File: config.mk
export PLATFORM = sky130hd
export DESIGN_NAME = tdu_dispatch
export DESIGN_NICKNAME = d
export VERILOG_FILES = /design/src/rtl/tdu_pkg.sv /design/src/rtl/tdu_rst_sync.sv /design/src/rtl/tdu_tag_class.sv /design/src/rtl/tdu_route.sv /design/src/rtl/tdu_seq.sv /design/src/rtl/tdu_dispatch.sv
export SDC_FILE = /design/constraint.sdc
export NUM_CORES = 1
export LEC_CHECK = 0
export BUFFER_PORTS_ARGS = -buffer_cell sky130_fd_sc_hd__buf_2
export CORE_AREA = 2 2 184 186
export CTS_BUF_LIST = sky130_fd_sc_hd__clkbuf_2
export DETAILED_ROUTE_END_ITERATION = 10
export DIE_AREA = 0 0 186 188
export MAX_ROUTING_LAYER = met4
export PLACE_DENSITY = 0.54
export SKIP_CTS_REPAIR_TIMING = 1
export SKIP_LAST_GASP = 1
export SYNTH_ARGS = -nofsm -noshare
export SYNTH_HDL_FRONTEND = slang
export SYNTH_HIERARCHICAL = 1
export SYNTH_SLANG_ARGS = --single-unit
File: constraint.sdc
create_clock -name clk -period 1.92 [get_ports clk]
set_input_delay 0.192 -clock clk [delete_from_list [all_inputs] [get_ports clk]]
set_output_delay 0.192 -clock clk [all_outputs]
set_load 0.02 [all_outputs]
File: src/rtl/tdu_pkg.sv
package tdu_pkg;
  localparam int TAGW = 4;

  typedef enum logic [2:0] {
    CL_FIX, CL_FLO, CL_PTR, CL_ARR, CL_UNA, CL_SMALL, CL_OTH
  } cls_e;

  typedef enum logic [1:0] {
    RT_ALU, RT_FPU, RT_CVT, RT_FAULT
  } route_e;

  typedef enum logic [2:0] {
    S_IDLE, S_UNPK, S_SPEC, S_ALU, S_FPU, S_CVT, S_CWAIT, S_FLT
  } st_e;
endpackage

File: src/rtl/tdu_rst_sync.sv
module tdu_rst_sync #(
  parameter int STAGES = 2
) (
  input  logic clk,
  input  logic rst_n,
  output logic rst_sync_n
);
  logic [STAGES-1:0] chain_q;

  always_ff @(posedge clk or negedge rst_n) begin
    if (!rst_n) chain_q <= '0;
    else        chain_q <= {chain_q[STAGES-2:0], 1'b1};
  end

  assign rst_sync_n = chain_q[STAGES-1];
endmodule

File: src/rtl/tdu_tag_class.sv
module tdu_tag_class
  import tdu_pkg::*;
(
  input  logic [TAGW-1:0] tag,
  output cls_e            cls
);
  always_comb begin
    unique case (tag[3:2])
      2'b01: cls = CL_FIX;
      2'b10: cls = CL_FLO;
      2'b00: begin
        if (tag[1])           cls = CL_ARR;
        else if (tag[0])      cls = CL_UNA;
        else                  cls = CL_PTR;
      end
      default: cls = (tag[1:0] == 2'b00) ? CL_SMALL : CL_OTH;
    endcase
  end
endmodule

File: src/rtl/tdu_route.sv
module tdu_route
  import tdu_pkg::*;
(
  input  cls_e   cls_a,
  input  cls_e   cls_b,
  output route_e route,
  output logic   cvt_b
);
  always_comb begin
    cvt_b = 1'b0;
    route = RT_FAULT;
    if (cls_a == CL_FIX && cls_b == CL_FIX) begin
      route = RT_ALU;
    end else if (cls_a == CL_FLO && cls_b == CL_FLO) begin
      route = RT_FPU;
    end else if (cls_a == CL_FIX && cls_b == CL_FLO) begin
      route = RT_CVT;
    end else if (cls_a == CL_FLO && cls_b == CL_FIX) begin
      route = RT_CVT;
      cvt_b = 1'b1;
    end
  end
endmodule

File: src/rtl/tdu_seq.sv
module tdu_seq
  import tdu_pkg::*;
#(
  parameter int XLEN = 64,
  parameter int OPW  = 3
) (
  input  logic            clk,
  input  logic            rst_n,
  input  logic            in_valid,
  input  logic [OPW-1:0]  in_op,
  input  logic [XLEN-1:0] src_a,
  input  logic [XLEN-1:0] src_b,
  input  logic            opnd_ok,
  input  route_e          route,
  input  logic            cvt_b,
  input  logic            alu_ready,
  input  logic            fpu_ready,
  input  logic            fpu_rsp_valid,
  input  logic [XLEN-1:0] fpu_rsp_data,
  output logic            in_ready,
  output logic            alu_valid,
  output logic [OPW-1:0]  alu_op,
  output logic [XLEN-1:0] alu_a,
  output logic [XLEN-1:0] alu_b,
  output logic            fpu_valid,
  output logic            fpu_cvt,
  output logic [OPW-1:0]  fpu_op,
  output logic [XLEN-1:0] fpu_a,
  output logic [XLEN-1:0] fpu_b,
  output logic            type_fault
);
  st_e             state_q, state_d;
  logic [OPW-1:0]  op_q;
  logic [XLEN-1:0] a_q, b_q, tmp_q;
  logic            cvtb_q, mix_q;
  logic            op_en, opnd_en, tmp_en;

  assign op_en   = (state_q == S_IDLE) && in_valid;
  assign opnd_en = (state_q == S_SPEC) && opnd_ok;
  assign tmp_en  = (state_q == S_CWAIT) && fpu_rsp_valid;

  always_comb begin
    state_d = state_q;
    unique case (state_q)
      S_IDLE:  if (in_valid) state_d = S_UNPK;
      S_UNPK:  state_d = S_SPEC;
      S_SPEC: begin
        if (opnd_ok) begin
          unique case (route)
            RT_ALU:  state_d = S_ALU;
            RT_FPU:  state_d = S_FPU;
            RT_CVT:  state_d = S_CVT;
            default: state_d = S_FLT;
          endcase
        end
      end
      S_ALU:   if (alu_ready) state_d = S_IDLE;
      S_CVT:   if (fpu_ready) state_d = S_CWAIT;
      S_CWAIT: if (fpu_rsp_valid) state_d = S_FPU;
      S_FPU:   if (fpu_ready) state_d = S_IDLE;
      default: state_d = S_IDLE;
    endcase
  end

  always_ff @(posedge clk or negedge rst_n) begin
    if (!rst_n) state_q <= S_IDLE;
    else        state_q <= state_d;
  end

  always_ff @(posedge clk) begin
    if (op_en) op_q <= in_op;
    if (opnd_en) begin
      a_q    <= src_a;
      b_q    <= src_b;
      cvtb_q <= cvt_b;
      mix_q  <= (route == RT_CVT);
    end
    if (tmp_en) tmp_q <= fpu_rsp_data;
  end

  assign in_ready   = (state_q == S_IDLE);
  assign type_fault = (state_q == S_FLT);

  assign alu_valid = (state_q == S_ALU);
  assign alu_op    = op_q;
  assign alu_a     = a_q;
  assign alu_b     = b_q;

  assign fpu_valid = (state_q == S_FPU) || (state_q == S_CVT);
  assign fpu_cvt   = (state_q == S_CVT);
  assign fpu_op    = op_q;

  always_comb begin
    fpu_a = a_q;
    fpu_b = b_q;
    if (state_q == S_CVT) begin
      fpu_a = cvtb_q ? b_q : a_q;
      fpu_b = '0;
    end else if (mix_q) begin
      if (cvtb_q) fpu_b = tmp_q;
      else        fpu_a = tmp_q;
    end
  end
endmodule

File: src/rtl/tdu_dispatch.sv
module tdu_dispatch
  import tdu_pkg::*;
#(
  parameter int XLEN = 64,
  parameter int OPW  = 3
) (
  input  logic            clk,
  input  logic            rst_n,
  input  logic            in_valid,
  input  logic [OPW-1:0]  in_op,
  output logic            in_ready,
  input  logic [XLEN-1:0] src_a,
  input  logic            src_a_ok,
  input  logic [XLEN-1:0] src_b,
  input  logic            src_b_ok,
  output logic            alu_valid,
  input  logic            alu_ready,
  output logic [OPW-1:0]  alu_op,
  output logic [XLEN-1:0] alu_a,
  output logic [XLEN-1:0] alu_b,
  output logic            fpu_valid,
  input  logic            fpu_ready,
  output logic            fpu_cvt,
  output logic [OPW-1:0]  fpu_op,
  output logic [XLEN-1:0] fpu_a,
  output logic [XLEN-1:0] fpu_b,
  input  logic            fpu_rsp_valid,
  input  logic [XLEN-1:0] fpu_rsp_data,
  output logic            type_fault
);
  localparam int NSRC = 2;

  logic                rst_sync_n;
  logic [XLEN-1:0]     srcs [NSRC];
  cls_e                cls  [NSRC];
  route_e              route;
  logic                cvt_b;

  assign srcs[0] = src_a;
  assign srcs[1] = src_b;

  tdu_rst_sync #(.STAGES(2)) u_rst (
    .clk(clk), .rst_n(rst_n), .rst_sync_n(rst_sync_n)
  );

  for (genvar g = 0; g < NSRC; g++) begin : g_cls
    tdu_tag_class u_cls (
      .tag(srcs[g][XLEN-1 -: TAGW]),
      .cls(cls[g])
    );
  end

  tdu_route u_route (
    .cls_a(cls[0]), .cls_b(cls[1]), .route(route), .cvt_b(cvt_b)
  );

  tdu_seq #(.XLEN(XLEN), .OPW(OPW)) u_seq (
    .clk(clk), .rst_n(rst_sync_n),
    .in_valid(in_valid), .in_op(in_op),
    .src_a(src_a), .src_b(src_b),
    .opnd_ok(src_a_ok && src_b_ok),
    .route(route), .cvt_b(cvt_b),
    .alu_ready(alu_ready), .fpu_ready(fpu_ready),
    .fpu_rsp_valid(fpu_rsp_valid), .fpu_rsp_data(fpu_rsp_data),
    .in_ready(in_ready),
    .alu_valid(alu_valid), .alu_op(alu_op), .alu_a(alu_a), .alu_b(alu_b),
    .fpu_valid(fpu_valid), .fpu_cvt(fpu_cvt), .fpu_op(fpu_op),
    .fpu_a(fpu_a), .fpu_b(fpu_b),
    .type_fault(type_fault)
  );
endmodule

==> results.sh, run 1 <==
export IMPL_io_pins=470
export IMPL_flow_stopped_at="global routing (5_1_grt)"
export IMPL_endpoint_type="primary output"
export IMPL_rows=67
export IMPL_clock_root_buffer="clkbuf_2"
export IMPL_error_line="[ERROR RSZ-0060] Max buffer count reached."
export IMPL_cts_htree_levels=2
export IMPL_synthCells=771
export IMPL_synth_cell_types=40
export IMPL_dp_hpwl_um=25440
export IMPL_die_y_um=188
export IMPL_grt_max_degree=71
export IMPL_ys_ff_latch=202
export IMPL_cts_max_path_buffers=3
export IMPL_syn_nets=981
export IMPL_cts_sinks=202
export IMPL_place_area_um2=13170
export IMPL_cts_buffers=55
export IMPL_avgSynthCellArea_um2=12.68
export IMPL_initial_core_util=0.2952
export IMPL_synth_seq_area_share=0.6179
export IMPL_die_w_um=186
export IMPL_gp_congestion=0.8419
export IMPL_status="aborted with a tool error"
export IMPL_netlist_area_um2=9776
export IMPL_port_buffers=469
export IMPL_yosys_warnings=6
export IMPL_grt_worst_setup_endpoint="fpu_a[38]"
==> cell families after synthesis <==
kind of cell,Yosys count,synth area share
AND/OR/NAND/NOR,225,0.09740
multiplexers,129,0.1556
other,1,0.0003836
XOR/XNOR,1,0.0008961
buffers and inverters,58,0.03917
adder cells (fa/ha/maj),7,0.008959
AO/OA/AOI/OAI,148,0.07961
flip-flops,202,0.6179
==> per-stage QoR <==
stage | utilization | setup WS (ns) | setup TNS (ns) | std cells
after global placement | 0.3977 | -0.08309 | -1.845 | 1712
after floorplan | - | -0.3517 | -49.95 | 771
after detailed placement | 0.3977 | -0.1118 | -2.405 | 1712
after CTS | 0.4130 | -1.236 | -133.21 | 1811
==> cells in the mapped netlist, drive strengths merged <==
library cell / n / area share
edfxtp: 197 / 0.61
a22o: 1 / 0.00090
ha: 7 / 0.0090
nor2b: 6 / 0.0038
dfrtp: 5 / 0.013
o211ai: 3 / 0.0023
o21a: 3 / 0.0023
nand3b: 1 / 0.00077
xnor2: 1 / 0.00090
a211oi: 1 / 0.00077
and2: 4 / 0.0026
nor2: 1 / 0.00038
a21o: 2 / 0.0015
a21oi: 67 / 0.034
nand2: 202 / 0.079
inv: 7 / 0.0029
a31oi: 2 / 0.0013
mux2i: 65 / 0.067
nand2b: 3 / 0.0019
o21ai: 66 / 0.034
mux2: 64 / 0.089
conb: 1 / 0.00038
nor4: 1 / 0.0013
nor4b: 2 / 0.0031
buf: 40 / 0.032
and3: 2 / 0.0013
o31ai: 2 / 0.0015
o221ai: 1 / 0.00090
clkbuf: 11 / 0.0042
and3b: 2 / 0.0018
or4bb: 1 / 0.0012
==> inputs of run 2 (changes only) <==
--- a/config.mk
+++ b/config.mk
@@ -6,12 +6,10 @@
 export NUM_CORES = 1
 export LEC_CHECK = 0
 export BUFFER_PORTS_ARGS = -buffer_cell sky130_fd_sc_hd__buf_2
-export CORE_AREA = 2 2 184 186
-export CTS_BUF_LIST = sky130_fd_sc_hd__clkbuf_2
+export CORE_AREA = 2 2 185 187
 export DETAILED_ROUTE_END_ITERATION = 10
-export DIE_AREA = 0 0 186 188
-export MAX_ROUTING_LAYER = met4
-export PLACE_DENSITY = 0.54
+export DIE_AREA = 0 0 187 189
+export PLACE_DENSITY_LB_ADDON = 0.15
 export SKIP_CTS_REPAIR_TIMING = 1
 export SKIP_LAST_GASP = 1
 export SYNTH_ARGS = -nofsm -noshare
==> run 2 against run 1 <==
Net effect:
- synthesized area unchanged
- the flow now finishes, with violations (negative setup slack)
- synthesized cell count unchanged
==> results.sh, run 2 <==
export IMPL_cp_end_kind="output port"
export IMPL_final_common_cell="buf_2"
export IMPL_max_freq_mhz=398.9
export IMPL_p_leak_uw=0.007709
export IMPL_cp_start_kind="flop"
export IMPL_fin_crit_sh=1.306
export IMPL_core_area_um2=33280
export IMPL_final_instance_count_excl_fill=1990
export IMPL_clk_latency_ns=0.55
export IMPL_synth_compound_area_share=0.07961
export IMPL_gp_congestion=0.8188
export IMPL_finalCriticalPeriod_ns=2.507
export IMPL_grt_pass1_vias=7965
export IMPL_rsz0062_at_grt="true"
export IMPL_synth_xor_area_share=0.0008959
export IMPL_cap_violations=0
export IMPL_initial_core_util=0.2937
export IMPL_reg2reg_depth=6
export IMPL_syn_nets=981
export IMPL_rows=67
export IMPL_path_clk_slew_ns=0.05
export IMPL_peakVddDrop_mv=0.6917
export IMPL_setup_violations=213
export IMPL_synth_area_mux_share=0.1556
export IMPL_synth_seq_area_share=0.6179
export IMPL_yosys_warnings=6
export IMPL_io_pins=470
export IMPL_cts_tree="built"
export IMPL_netlist_area_um2=9776
export IMPL_cp_slowest_stage_delay_ns=0.41
export IMPL_ys_ff_latch=202
export IMPL_crit_family="buffers and inverters"
export IMPL_via_count=9257
export IMPL_crit_arrival_ns=2.31
export IMPL_grtUsageTotal=0.1808
export IMPL_fillers=2853
export IMPL_dieArea_um2=35340
export IMPL_dp_cells=1692
export IMPL_cp_num_buf_inv=4
export IMPL_layout_drive_gt1_share=0.5230
export IMPL_crit_type="reg -> out"
export IMPL_skew_ns=0.02300
export IMPL_synthTopCellsByArea="edfxtp_1 61%, nand2_1 7.6%, mux2i_1 6.7%, mux2_4 6.1%, a21oi_1 3.4%"
export IMPL_gr_total_overflow=0
export IMPL_ant_nets=0
export IMPL_drc_errors=0
export IMPL_drt_pass1_iterations=5
export IMPL_grt_max_degree=61
export IMPL_synthCells=771
export IMPL_slowest_stage="dfrtp_1"
export IMPL_multiInputGateArea_um2=4138
export IMPL_required_ns=1.73
export IMPL_status="finished with violations"
export IMPL_avgSynthCellArea_um2=12.68
export IMPL_fin_util=0.5406
export IMPL_grt_pass1_wl_um=48940
export IMPL_synth_cell_types=40
export IMPL_holdPathStages=2
export IMPL_first_iter_violations=408
export IMPL_power_density_nw_per_um2=868.2
export IMPL_die_y_um=189
export IMPL_drv_slew=0
export IMPL_dp_hpwl_um=24500
export IMPL_ys_top_cells_by_count="199 x nand2_1, 197 x edfxtp_1, 67 x a21oi_1, 65 x mux2i_1"
export IMPL_layout_setup_ws_ns=-0.5869
export IMPL_synth_top_family_by_area="multiplexers"
export IMPL_yosysTopAreaCellShare=0.6051
export IMPL_antenna_found_initial=1
export IMPL_hp_class="in -> reg"
export IMPL_finalHoldViolCount=0
export IMPL_cts_htree_levels=1
export IMPL_cp_max_fo=6
export IMPL_cts_max_path_buffers=3
export IMPL_synth_top_area_cell="edfxtp_1"
export IMPL_critical_path_depth=9
export IMPL_port_buffers=469
export IMPL_synthArstFlopShare=0.02475
export IMPL_synth_most_common_cell="nand2_1"
export IMPL_synth_edf_count=197
export IMPL_regArea_um2=6041
export IMPL_cts_buffers=27
export IMPL_yosys_area_share_adder=0.008959
export IMPL_cp_cell_sequence="ha_4 > nand2_8 > clkinv_16 > buf_16 > clkbuf_16 > mux2_4 > nand2_1 > o21ai_1 > buf_2"
export IMPL_final_cell_mix="378 x buf_2, 197 x dlygate4sd3_1, 197 x edfxtp_1"
export IMPL_routed_wl_um=39290
export IMPL_cts_sinks=202
export IMPL_area_delta_synth_final_pct=84.05
export IMPL_viasPerCell=4.652
export IMPL_nets=1733
export IMPL_fin_total_pwr_uw=15620
export IMPL_violations="negative setup slack"
export IMPL_die_w_um=187
export IMPL_synth_ff_type="edfxtp_1"
export IMPL_wl_per_cell_um=19.74
export IMPL_yosys_area_share_simple=0.09740
export IMPL_clock_root_buffer="clkbuf_16"
## run 2: cell counts after synthesis
Identical to the previous run, type by type.
## run 2: worst reg2reg max path, stage by stage (launching register included)
cell     delay [ns]
dfrtp_1        0.41
buf_4          0.14
buf_4          0.14
inv_4          0.06
ha_2           0.25
and3b_4        0.34
buf_12         0.27
## run 2: kinds of logic after synthesis
logic type,Yosys count
muxes,129
adders and majority gates,7
AOI/OAI and AO/OA,148
buffers and inverters,58
xor gates and xnor gates,1
DFF,202
other,1
and+or+nand+nor,225
## run 2: path summary, 6_finish.rpt
kind | start | end | slack, ns
min in group asynchronous | u_rst/chain_q[1] | u_seq/state_q[1] | 0.05
max in group asynchronous | rst_n | u_rst/chain_q[1] | 1.31
hold reg to reg | u_rst/chain_q[1] | u_seq/state_q[1] | 0.05
setup / recovery | u_seq/state_q[0] | fpu_a[34] | -0.59
setup reg to reg | u_seq/state_q[0] | u_seq/alu_b[31] | -0.07
hold / removal | in_valid | u_seq/alu_op[2] | 0.04
## run 2: cell type report
type / instances / area share
flip-flops and latches: 202 / 0.3357
diodes: 1 / 0.0001391
repair buffers: 773 / 0.3537
clock inverters: 8 / 0.003894
multi-input cells: 511 / 0.2300
clock buffers: 39 / 0.04172
inverters: 7 / 0.003060
repair inverters: 1 / 0.0006259
well taps: 448 / 0.03115
## run 2: stage by stage
step | hold WS, ns | cell area (um^2) | setup WS [ns] | TNS (ns)
after floorplan | -0.1036 | 9789 | -0.3517 | -49.95
after global placement | -0.02141 | 13030 | -0.1382 | -3.613
after detailed placement | -0.01788 | 13030 | -0.1508 | -4.006
after CTS | -0.6150 | 13850 | -0.7515 | -63.23
after global routing | 0.05089 | 17990 | -0.6720 | -76.68
final | 0.04406 | 17990 | -0.5869 | -55.36
## run 2: routing by layer
layer	up-vias	part of all wire	global-route usage	wire, um
li1	4316	-	-	-
met1	4529	0.40	0.2132	15600
met2	354	0.52	0.3206	20340
met3	58	0.060	0.04690	2342
met4	0	0.026	0.05983	1007
met5	-	0	0	0
## run 2: power by group
| group | internal (uW) | switching [uW] | leakage (uW) | total, uW |
|---|---|---|---|---|
| sequential | 5130 | 173 | 0.00184 | 5310 |
| combinational | 2800 | 2800 | 0.00547 | 5600 |
| clock | 2820 | 1900 | 0.000403 | 4720 |
Note: power is estimated with default switching activity, not from simulation.
